File: config.mk
export PLATFORM = sky130hd
export DESIGN_NAME = mac_datapath
export DESIGN_NICKNAME = d
export VERILOG_FILES = /design/src/rtl/mac_datapath.sv
export SDC_FILE = /design/constraint.sdc
export NUM_CORES = 1
export LEC_CHECK = 0
export CAP_MARGIN = 10
export CORE_ASPECT_RATIO = 0.8
export CORE_MARGIN = 1
export CORE_UTILIZATION = 30
export CTS_CLUSTER_DIAMETER = 200
export CTS_CLUSTER_SIZE = 28
export DETAILED_ROUTE_END_ITERATION = 12
export SLEW_MARGIN = 20
export SYNTH_ARGS = -nofsm -noshare
export SYNTH_HDL_FRONTEND = slang
export SYNTH_SLANG_ARGS = --single-unit
File: constraint.sdc
create_clock -name clk -period 13.4 [get_ports clk]
set_input_delay 2.68 -clock clk [delete_from_list [all_inputs] [get_ports clk]]
set_output_delay 2.68 -clock clk [all_outputs]
set_load 0.01 [all_outputs]
File: src/rtl/mac_datapath.sv
module mac_datapath #(
  parameter int W  = 16,
  parameter int AW = 40
) (
  input  logic          clk,
  input  logic          rst,
  input  logic          valid_i,
  input  logic [2:0]    op_i,
  input  logic [1:0]    sel_a_i,
  input  logic [1:0]    sel_b_i,
  input  logic          clr_i,
  input  logic          shr_i,
  input  logic          load_i,
  input  logic          wb_i,
  input  logic [W-1:0]  a_i,
  input  logic [W-1:0]  b_i,
  output logic [AW-1:0] acc_o,
  output logic [W-1:0]  a_o,
  output logic [W-1:0]  b_o,
  output logic          wa_o,
  output logic          wb_o
);
  localparam int PW = 2 * W;

  logic [W-1:0]  opa, opb, lres;
  logic [PW-1:0] prod;
  logic [AW-1:0] ea, eb, add1, base, add2, nxt;
  logic          is_logic;

  function automatic logic [W-1:0] pick(input logic [1:0] s, input logic [W-1:0] v);
    case (s)
      2'd0:    pick = v;
      2'd1:    pick = '0;
      2'd2:    pick = W'(1);
      default: pick = '1;
    endcase
  endfunction

  assign opa  = pick(sel_a_i, a_i);
  assign opb  = pick(sel_b_i, b_i);
  assign prod = opa * opb;
  assign ea   = AW'(opa);
  assign eb   = AW'(opb);

  always_comb begin
    case (op_i)
      3'd0:    add1 = AW'(prod);
      3'd1:    add1 = ea + eb;
      3'd2:    add1 = ea + ~eb + AW'(1);
      default: add1 = '0;
    endcase
  end

  always_comb begin
    case (op_i)
      3'd3:    lres = opa & opb;
      3'd4:    lres = opa | opb;
      3'd5:    lres = opa ^ opb;
      default: lres = opa;
    endcase
  end

  assign is_logic = op_i > 3'd2;
  assign base = clr_i ? '0 : (shr_i ? (acc_o >> W) : acc_o);
  assign add2 = base + add1;
  assign nxt  = is_logic ? AW'(lres) : add2;

  always_ff @(posedge clk) begin
    if (rst) begin
      acc_o <= '0;
      a_o   <= '0;
      b_o   <= '0;
      wa_o  <= 1'b0;
      wb_o  <= 1'b0;
    end else begin
      wa_o <= valid_i & wb_i;
      wb_o <= valid_i & wb_i;
      if (valid_i) begin
        acc_o <= load_i ? nxt : base;
        if (wb_i) begin
          a_o <= acc_o[W-1:0];
          b_o <= acc_o[PW-1:W];
        end
      end
    end
  end
endmodule


; ---- After elaboration in Yosys (flattened, before gate mapping)
; Cells that the tools add are included.
[totals]
regBits = 73
out_inout_bits = 74
[op_classes]
add_sub_neg = 4
multipliers = 1
order_cmp = 1
n_eq_ne = 9
n_mux = 8
n_bitwise = 5
n_reduce_logical = 4
[ops]
columns = op, n
row1 = $mux W40, 4
row2 = $pmux W16 S3, 3
row3 = $pmux W40 S3, 1
row4 = $add A16 B40 Y40, 1
row5 = $add A40 B1 Y40 const B, 1
row6 = $add A40 B40 Y40, 1
row7 = $not A16 Y40, 1
row8 = $mul A16 B16 Y32, 1
row9 = $add A16 B16 Y17, 1
row10 = $and A16 B16 Y16, 1
row11 = $or A16 B16 Y16, 1
row12 = $xor A16 B16 Y16, 1
row13 = $eq A3 B2 Y1 const B, 2
row14 = $eq A3 B3 Y1 const B, 2
row15 = $eq A2 B1 Y1 const B, 2
row16 = $eq A2 B2 Y1 const B, 2
row17 = $logic_not A2 Y1, 2
row18 = $eq A3 B1 Y1 const B, 1
row19 = $gt A3 B2 Y1 const B, 1
row20 = $logic_not A3 Y1, 1
row21 = $reduce_and A2 Y1, 1
row22 = $and A1 B1 Y1, 1

; ---- Logic depth before layout (Yosys ltp)
; Gate-level depths: netlist (run 1).
[logic_depth]
depth_word = 9
ltp_mapped = 44
depth_no_buf = 40

; ---- Worst setup path before layout (run 1)
; OpenSTA, ideal clock, no wires.
[synth_timing]
path_kind = input-to-reg
from = input sel_a_i[1]
to = register acc_o[39]
setup_time_ns = 0.117
arrival_ns = 11.519
required_time_ns = 13.283
path_slack_ns = 1.764
path_stages = 42
path_cell_list = inv_1 ha_1 clkbuf_1 nor2_1 clkbuf_1 a21oi_1 inv_1 buf_1 nand2_1 fa_1 inv_1 fa_1 inv_1 fa_1 inv_1 fa_1 fa_1 inv_1 [6 not listed] o21bai_1 nor2b_1 a311oi_1 a22oi_1 nand2b_1 mux2i_1 or3_1 ha_1 clkbuf_1 a21o_1 a21o_1 a21oi_1 nand2_1 a311oi_2 o31ai_1 a221oi_2 xnor2_1 a22o_1
[synth_between]
elab_chain_len = 8
[synth_rtl]
columns = item, line_no
row1 = from (decl), 9  ; input logic [1:0] sel_a_i,
row2 = "$eq A2 B2 Y1, or another cell as far along", 31  ; case (s)
row3 = $pmux W16 S3 (*), 31
row4 = $add A16 B40 Y40, 49  ; 3'd2: add1 = ea + ~eb + AW'(1);
row5 = $add A40 B1 Y40, 49
row6 = $pmux W40 S3 (*), 46  ; case (op_i)
row7 = $add A40 B40 Y40 (*), 65  ; assign add2 = base + add1;
row8 = $mux W40 (*), 66  ; assign nxt = is_logic ? AW'(lres) : add2;
row9 = $mux W40 (*), 79  ; acc_o <= load_i ? nxt : base;
row10 = to (signal assigned), 79
row11 = to (decl), 17  ; output logic [AW-1:0] acc_o,
; Mark *: on every way between the ends. The rest lies on a longest branch, timed or not.
; A chain may end at the register's enable or synchronous reset.

; ---- Worst setup path after layout (run 1)
[layout_timing]
from = input sel_a_i[0]
to = register acc_o[37]
; Same word-level chain as after synthesis.

==> metrics.md, run 1 <==
| Metric | Value |
|---|---|
| FF+latch count, synth | `73` |
| Hold Path Cell Cnt | `2` |
| Sinks on the clock net | `73` |
| Max Clock Skew | `0.00854 ns` |
| Antenna cells | `0` |
| Tmin final | `12.83 ns` |
| Most common cell on crit path | `fa_1` |
| Most common cell after layout, fill and taps aside | `inv_1` |
| Total number of vias | `15600` |
| CTS Buf Count | `9` |
| Io pins | `120` |
| Element type at the critical path end | `flip-flop` |
| DRC errors left | `0` |
| MaxCap Viol Count | `0` |
| Die width | `264 µm` |
| Share of flip-flops with an asynchronous set or reset | `0%` |
| Place WS | `0.123 ns` |
| Synthesized instance count | `2139` |
| Vias/cell | `5.34` |
| Critical Path RT | `13.68 ns` |
| Syn Area/Cell | `7.70 µm²` |
| Die footprint | `55800 µm²` |
| Hold Buf Count CTS | `0` |
| Initial DRT Pass Iterations | `5` |
| NumNets Final | `2655` |
| Antenna violations before repair | `0` |
| PortBufs | `119` |
| Post-Syn Nets | `2578` |
| Crit Path Class | `primary input to flip-flop` |
| Gr ovfl total | `0` |
| Avg WL per Cell | `20.0 µm` |
| Row count | `76` |
| Largest net degree at the start of global routing | `63` |
| Yosys Warn Count | `0` |
| H-tree depth | `3` |
| Later-pin clock latency in the skew report | `0.33 ns` |
| CTS resizes | `0` |
| TNS Setup | `0 ns` |
| Core Area | `54000 µm²` |
| Final Hold Violating Endpoints | `0` |
| Iter 0 DRT Violations | `1340` |
| Number of global-route vias before repair | `15900` |
| Setup crit start kind | `primary input` |
| Root Buffer | `clkbuf_16` |
| Critical Path AT | `13.11 ns` |
| Most frequent cells in the layout | `300 x inv_1, 280 x nand2_1, 237 x nor2_1` |
| Status | `finished, final reports clean` |
| Distinct cells, synth | `71` |
| EDFF count, synth | `0` |
| DP HPWL | `47600 µm` |
| Total track usage | `21.0%` |
| Final setup viols | `0` |
| Worst Max-Slew Pin Slew | `1.05 ns` |
| Worst Setup Slack, final | `0.566 ns` |
| Depth of the most critical reg-to-reg path | `13` |
| Sequential area share after synthesis | `8.87%` |
| Clock transition at path regs | `0.06 ns` |
| Synth Flop Type | `dfxtp_1` |
| Routed wire length | `58500 µm` |
| First-pass GRT wire length | `91800 µm` |
| Max-slew violations | `0` |
| CTS tree | `built` |
| Slowest CP cell | `or4b_2` |
| Worst min-delay path category | `flip-flop to flip-flop` |
| F_max | `77.9 MHz` |
| Clock buffer depth | `2` |
| Area growth syn-to-layout | `14.5%` |
| RSZ-0062 raised after global routing | `false` |
| Mapped cell area | `16500 µm²` |
| Fillers | `5665` |
| Final Wtd Congestion | `0.967` |
| Worst slew margin | `29.9%` |
| Antenna Violating Nets Remaining | `0` |
| Share of layout cells above drive strength 1 | `4.55%` |
| Setup Buffers After CTS | `0` |
| Fin crit share | `95.8%` |
| Die H | `212 µm` |
| Critical Path Stages | `38` |
| Worst path top cell family by delay | `adder cells` |
| Highest net fanout along the worst path | `11` |
| WP buf/inv | `8` |
| CP peak stage delay | `0.64 ns` |
| Initial Util | `30.5%` |
## cells by family after synthesis
group                    count (synthesis)  share of synthesized area, %
AND/OR/NAND/NOR                        655                          16.7
AO/OA/AOI/OAI                          497                          20.4
buffers and inverters                  427                          9.82
adder cells (fa/ha/maj)                393                          38.9
flip-flops                              73                          8.87
XOR/XNOR                                60                          3.19
multiplexers                            34                          2.07
## Yosys cell counts, types with 5 or more instances
cell	instances	area, µm²
xor2_1	21	184
nor2b_1	18	113
ha_1	195	2440
nand4_1	9	56.3
o21a_1	7	52.6
a31oi_1	18	113
inv_1	300	1130
a211oi_1	10	75.1
buf_1	13	48.8
nand2b_1	10	62.6
nand3_1	22	110
a221oi_1	19	166
mux2i_1	34	340
o311a_1	5	50.1
clkinv_1	13	48.8
dfxtp_1	73	1460
a21o_1	90	676
nand2_1	281	1050
fa_1	198	3960
or3_1	8	50.1
and2_1	21	131
nor2_1	237	890
o22ai_1	21	131
o21bai_1	13	97.6
nor3_1	26	130
xnor2_1	39	342
a22o_1	15	131
o21ai_0	59	295
and3_1	12	75.1
o211ai_1	10	75.1
clkbuf_1	93	349
a22oi_1	17	128
a21oi_1	145	726
o31ai_1	6	45.0
a221o_1	6	60.1
a311oi_1	6	52.6
## final cells by class
cell class              instances  area, µm²  share of cell area, %
inverters                     315       1180                   6.27
well taps                     702        878                   4.66
flip-flops and latches         73       1460                   7.75
repair buffers                178       1630                   8.64
clock inverters                 4       52.6                  0.279
multi-input cells            1639      13400                   71.1
clock buffers                  12        246                   1.31
## routing by layer
layer	track usage, %	up-vias	wire length [µm]
met5	0	-	0
met4	4.51	0	1390
met3	3.49	88	4130
met2	33.8	553	26300
met1	29.4	7732	26600
li1	-	7226	-
## metrics by stage
step | instances | instance area (µm²) | utilization, % | hold slack [ns]
after floorplan | 2139 | 16500 | - | 0.481
after global placement | 2907 | 18500 | 34.3 | 0.443
after detailed placement | 2907 | 18500 | 34.3 | 0.449
after CTS | 2923 | 18800 | 34.9 | 0.458
after global routing | 2923 | 18900 | 34.9 | 0.480
final | 2923 | 18900 | 34.9 | 0.455
## worst register-to-register path: cells and delay by family (launching register included)
family / cells / cell delay (ns)
compound gates: 7 / 2.17
flops: 1 / 0.55
simple gates: 3 / 0.41
fa+ha+maj: 1 / 0.31
mux: 2 / 0.22
## state kept, by name (all words and copies together), names as in the netlist
register / count
acc_o: 40
a_o: 16
b_o: 16
wb_o: 1
## worst paths after layout
path,slack (ns),from,end
min reg2reg,0.45,a_o[5],a_o[5]
max,0.57,sel_a_i[0],acc_o[37]
max reg2reg,9.65,acc_o[22],acc_o[37]
min,0.45,a_o[5],a_o[5]
Power of run 1 is left out: the tool's default activity adds up to more than one toggle a clock period on the data nets, which glitch-free logic cannot reach.
==> inputs of run 2 (changes only) <==
--- a/config.mk
+++ b/config.mk
@@ -6,12 +6,15 @@
 export NUM_CORES = 1
 export LEC_CHECK = 0
 export CAP_MARGIN = 10
+export CELL_PAD_IN_SITES_DETAIL_PLACEMENT = 1
+export CELL_PAD_IN_SITES_GLOBAL_PLACEMENT = 2
 export CORE_ASPECT_RATIO = 0.8
 export CORE_MARGIN = 1
 export CORE_UTILIZATION = 30
 export CTS_CLUSTER_DIAMETER = 200
 export CTS_CLUSTER_SIZE = 28
 export DETAILED_ROUTE_END_ITERATION = 12
+export PLACE_DENSITY_LB_ADDON = 0.1
 export SLEW_MARGIN = 20
 export SYNTH_ARGS = -nofsm -noshare
 export SYNTH_HDL_FRONTEND = slang
==> run 2 against run 1 <==
Against the previous run: routed wire length grew 17%; clock-buffer cell count grew 1; die area is the same; clock skew fell by 0.0011 ns; critical path type unchanged; largest cell class unchanged.
==> metrics.md, run 2 (synthesis results as in run 1) <==
| Metric | Value |
|---|---|
| Most common cell after layout, fill and taps aside | `inv_1` |
| First-pass GRT wire length | `105000 µm` |
| Crit Path Class | `primary input to flip-flop` |
| Row count | `76` |
| Hold Buf Count CTS | `0` |
| Share of layout cells above drive strength 1 | `4.81%` |
| Worst min-delay path category | `flip-flop to flip-flop` |
| DP HPWL | `55800 µm` |
| Max-slew violations | `0` |
| Worst slew margin | `45.6%` |
| Antenna cells | `0` |
| Area growth syn-to-layout | `14.6%` |
| Critical Path AT | `13.09 ns` |
| CP peak stage delay | `0.54 ns` |
| PortBufs | `119` |
| Fillers | `6511` |
| Fin crit share | `95.9%` |
| Max FFs per register | `40` |
| Critical Path RT | `13.64 ns` |
| Later-pin clock latency in the skew report | `0.35 ns` |
| Total number of vias | `15400` |
| Element type at the critical path end | `flip-flop` |
| CTS tree | `built` |
| Largest registers | `acc_o x40, a_o x16, b_o x16` |
| Final setup viols | `0` |
| Final Hold Violating Endpoints | `0` |
| Highest net fanout along the worst path | `17` |
| Tmin final | `12.85 ns` |
| Antenna Violating Nets Remaining | `0` |
| Die H | `212 µm` |
| Root Buffer | `clkbuf_16` |
| Number of global-route vias before repair | `16600` |
| Gr ovfl total | `0` |
| Core Area | `54000 µm²` |
| CTS Buf Count | `9` |
| Total track usage | `24.9%` |
| Status | `finished, final reports clean` |
| Avg WL per Cell | `23.3 µm` |
| Top reg by flops | `acc_o` |
| Final Core Density | `34.9%` |
| Io pins | `120` |
| Final Wtd Congestion | `0.892` |
| H-tree depth | `3` |
| Die width | `264 µm` |
| Setup crit start kind | `primary input` |
| Vias/cell | `5.28` |
| Most common cell on crit path | `inv_1` |
| Max Clock Skew | `0.00739 ns` |
| RSZ-0062 raised after global routing | `false` |
| Worst Max-Slew Pin Slew | `0.815 ns` |
| Most frequent cells in the layout | `299 x inv_1, 280 x nand2_1, 235 x nor2_1` |
| Sinks on the clock net | `73` |
| Die footprint | `55800 µm²` |
| TNS Setup | `0 ns` |
| Slowest CP cell | `fa_1` |
| DRC errors left | `0` |
| Setup Buffers After CTS | `0` |
| Design Area, Final | `18900 µm²` |
| Iter 0 DRT Violations | `910` |
| Initial Util | `30.5%` |
| F_max | `77.8 MHz` |
| Initial DRT Pass Iterations | `7` |
| CTS resizes | `0` |
| NumNets Final | `2657` |
| Routed wire length | `68100 µm` |
| Clock transition at path regs | `0.06 ns` |
| Clock buffer depth | `2` |
| Worst hold slack | `0.454 ns` |
| MaxCap Viol Count | `0` |
| Antenna violations before repair | `0` |
| Dpl cell area | `18600 µm²` |
| Largest net degree at the start of global routing | `63` |
[run 2: path summary, 6_finish.rpt]
check | slack, ns | from | to | depth (start not counted)
worst min register to register | 0.45 | a_o[8] | a_o[8] | 2
worst min-delay path | 0.45 | a_o[8] | a_o[8] | 2
worst max register to register | 9.35 | acc_o[17] | acc_o[37] | 13
worst max-delay path | 0.55 | sel_a_i[0] | acc_o[39] | 42
[run 2: layout make-up]
cell class	instances	area (µm²)	share of cell area (%)
Clock inverter	3	23.8	0.126
Timing Repair Buffer	180	1640	8.71
Inverter	315	1190	6.28
Sequential cell	73	1460	7.74
Tap cell	702	878	4.65
Clock buffer	13	270	1.43
Multi-Input combinational cell	1639	13400	71.1
[run 2: layer usage]
metal,up-vias,share of wire [%],GRT usage (%)
met2,259,44,39.5
li1,7230,-,-
met3,42,4.5,3.01
met4,0,0.84,2.49
met5,-,0,0
met1,7912,51,37.0
[run 2: per-stage QoR]
step	worst slack (ns)	instances
floorplan	1.76	2139
global route	0.0106	2925
finish	0.550	2925
CTS	0.550	2925
global placement	0.361	2909
detailed placement	0.183	2909
[run 2: critical path: cells and delay by family]
kind / cells / cell delay, ns
compound gates: 11 / 2.18
xor+xnor: 1 / 0.10
fa+ha+maj: 9 / 4.15
buf+inv: 11 / 1.88
mux: 1 / 0.08
simple gates: 9 / 1.97
Power of run 2 is left out for the same reason.
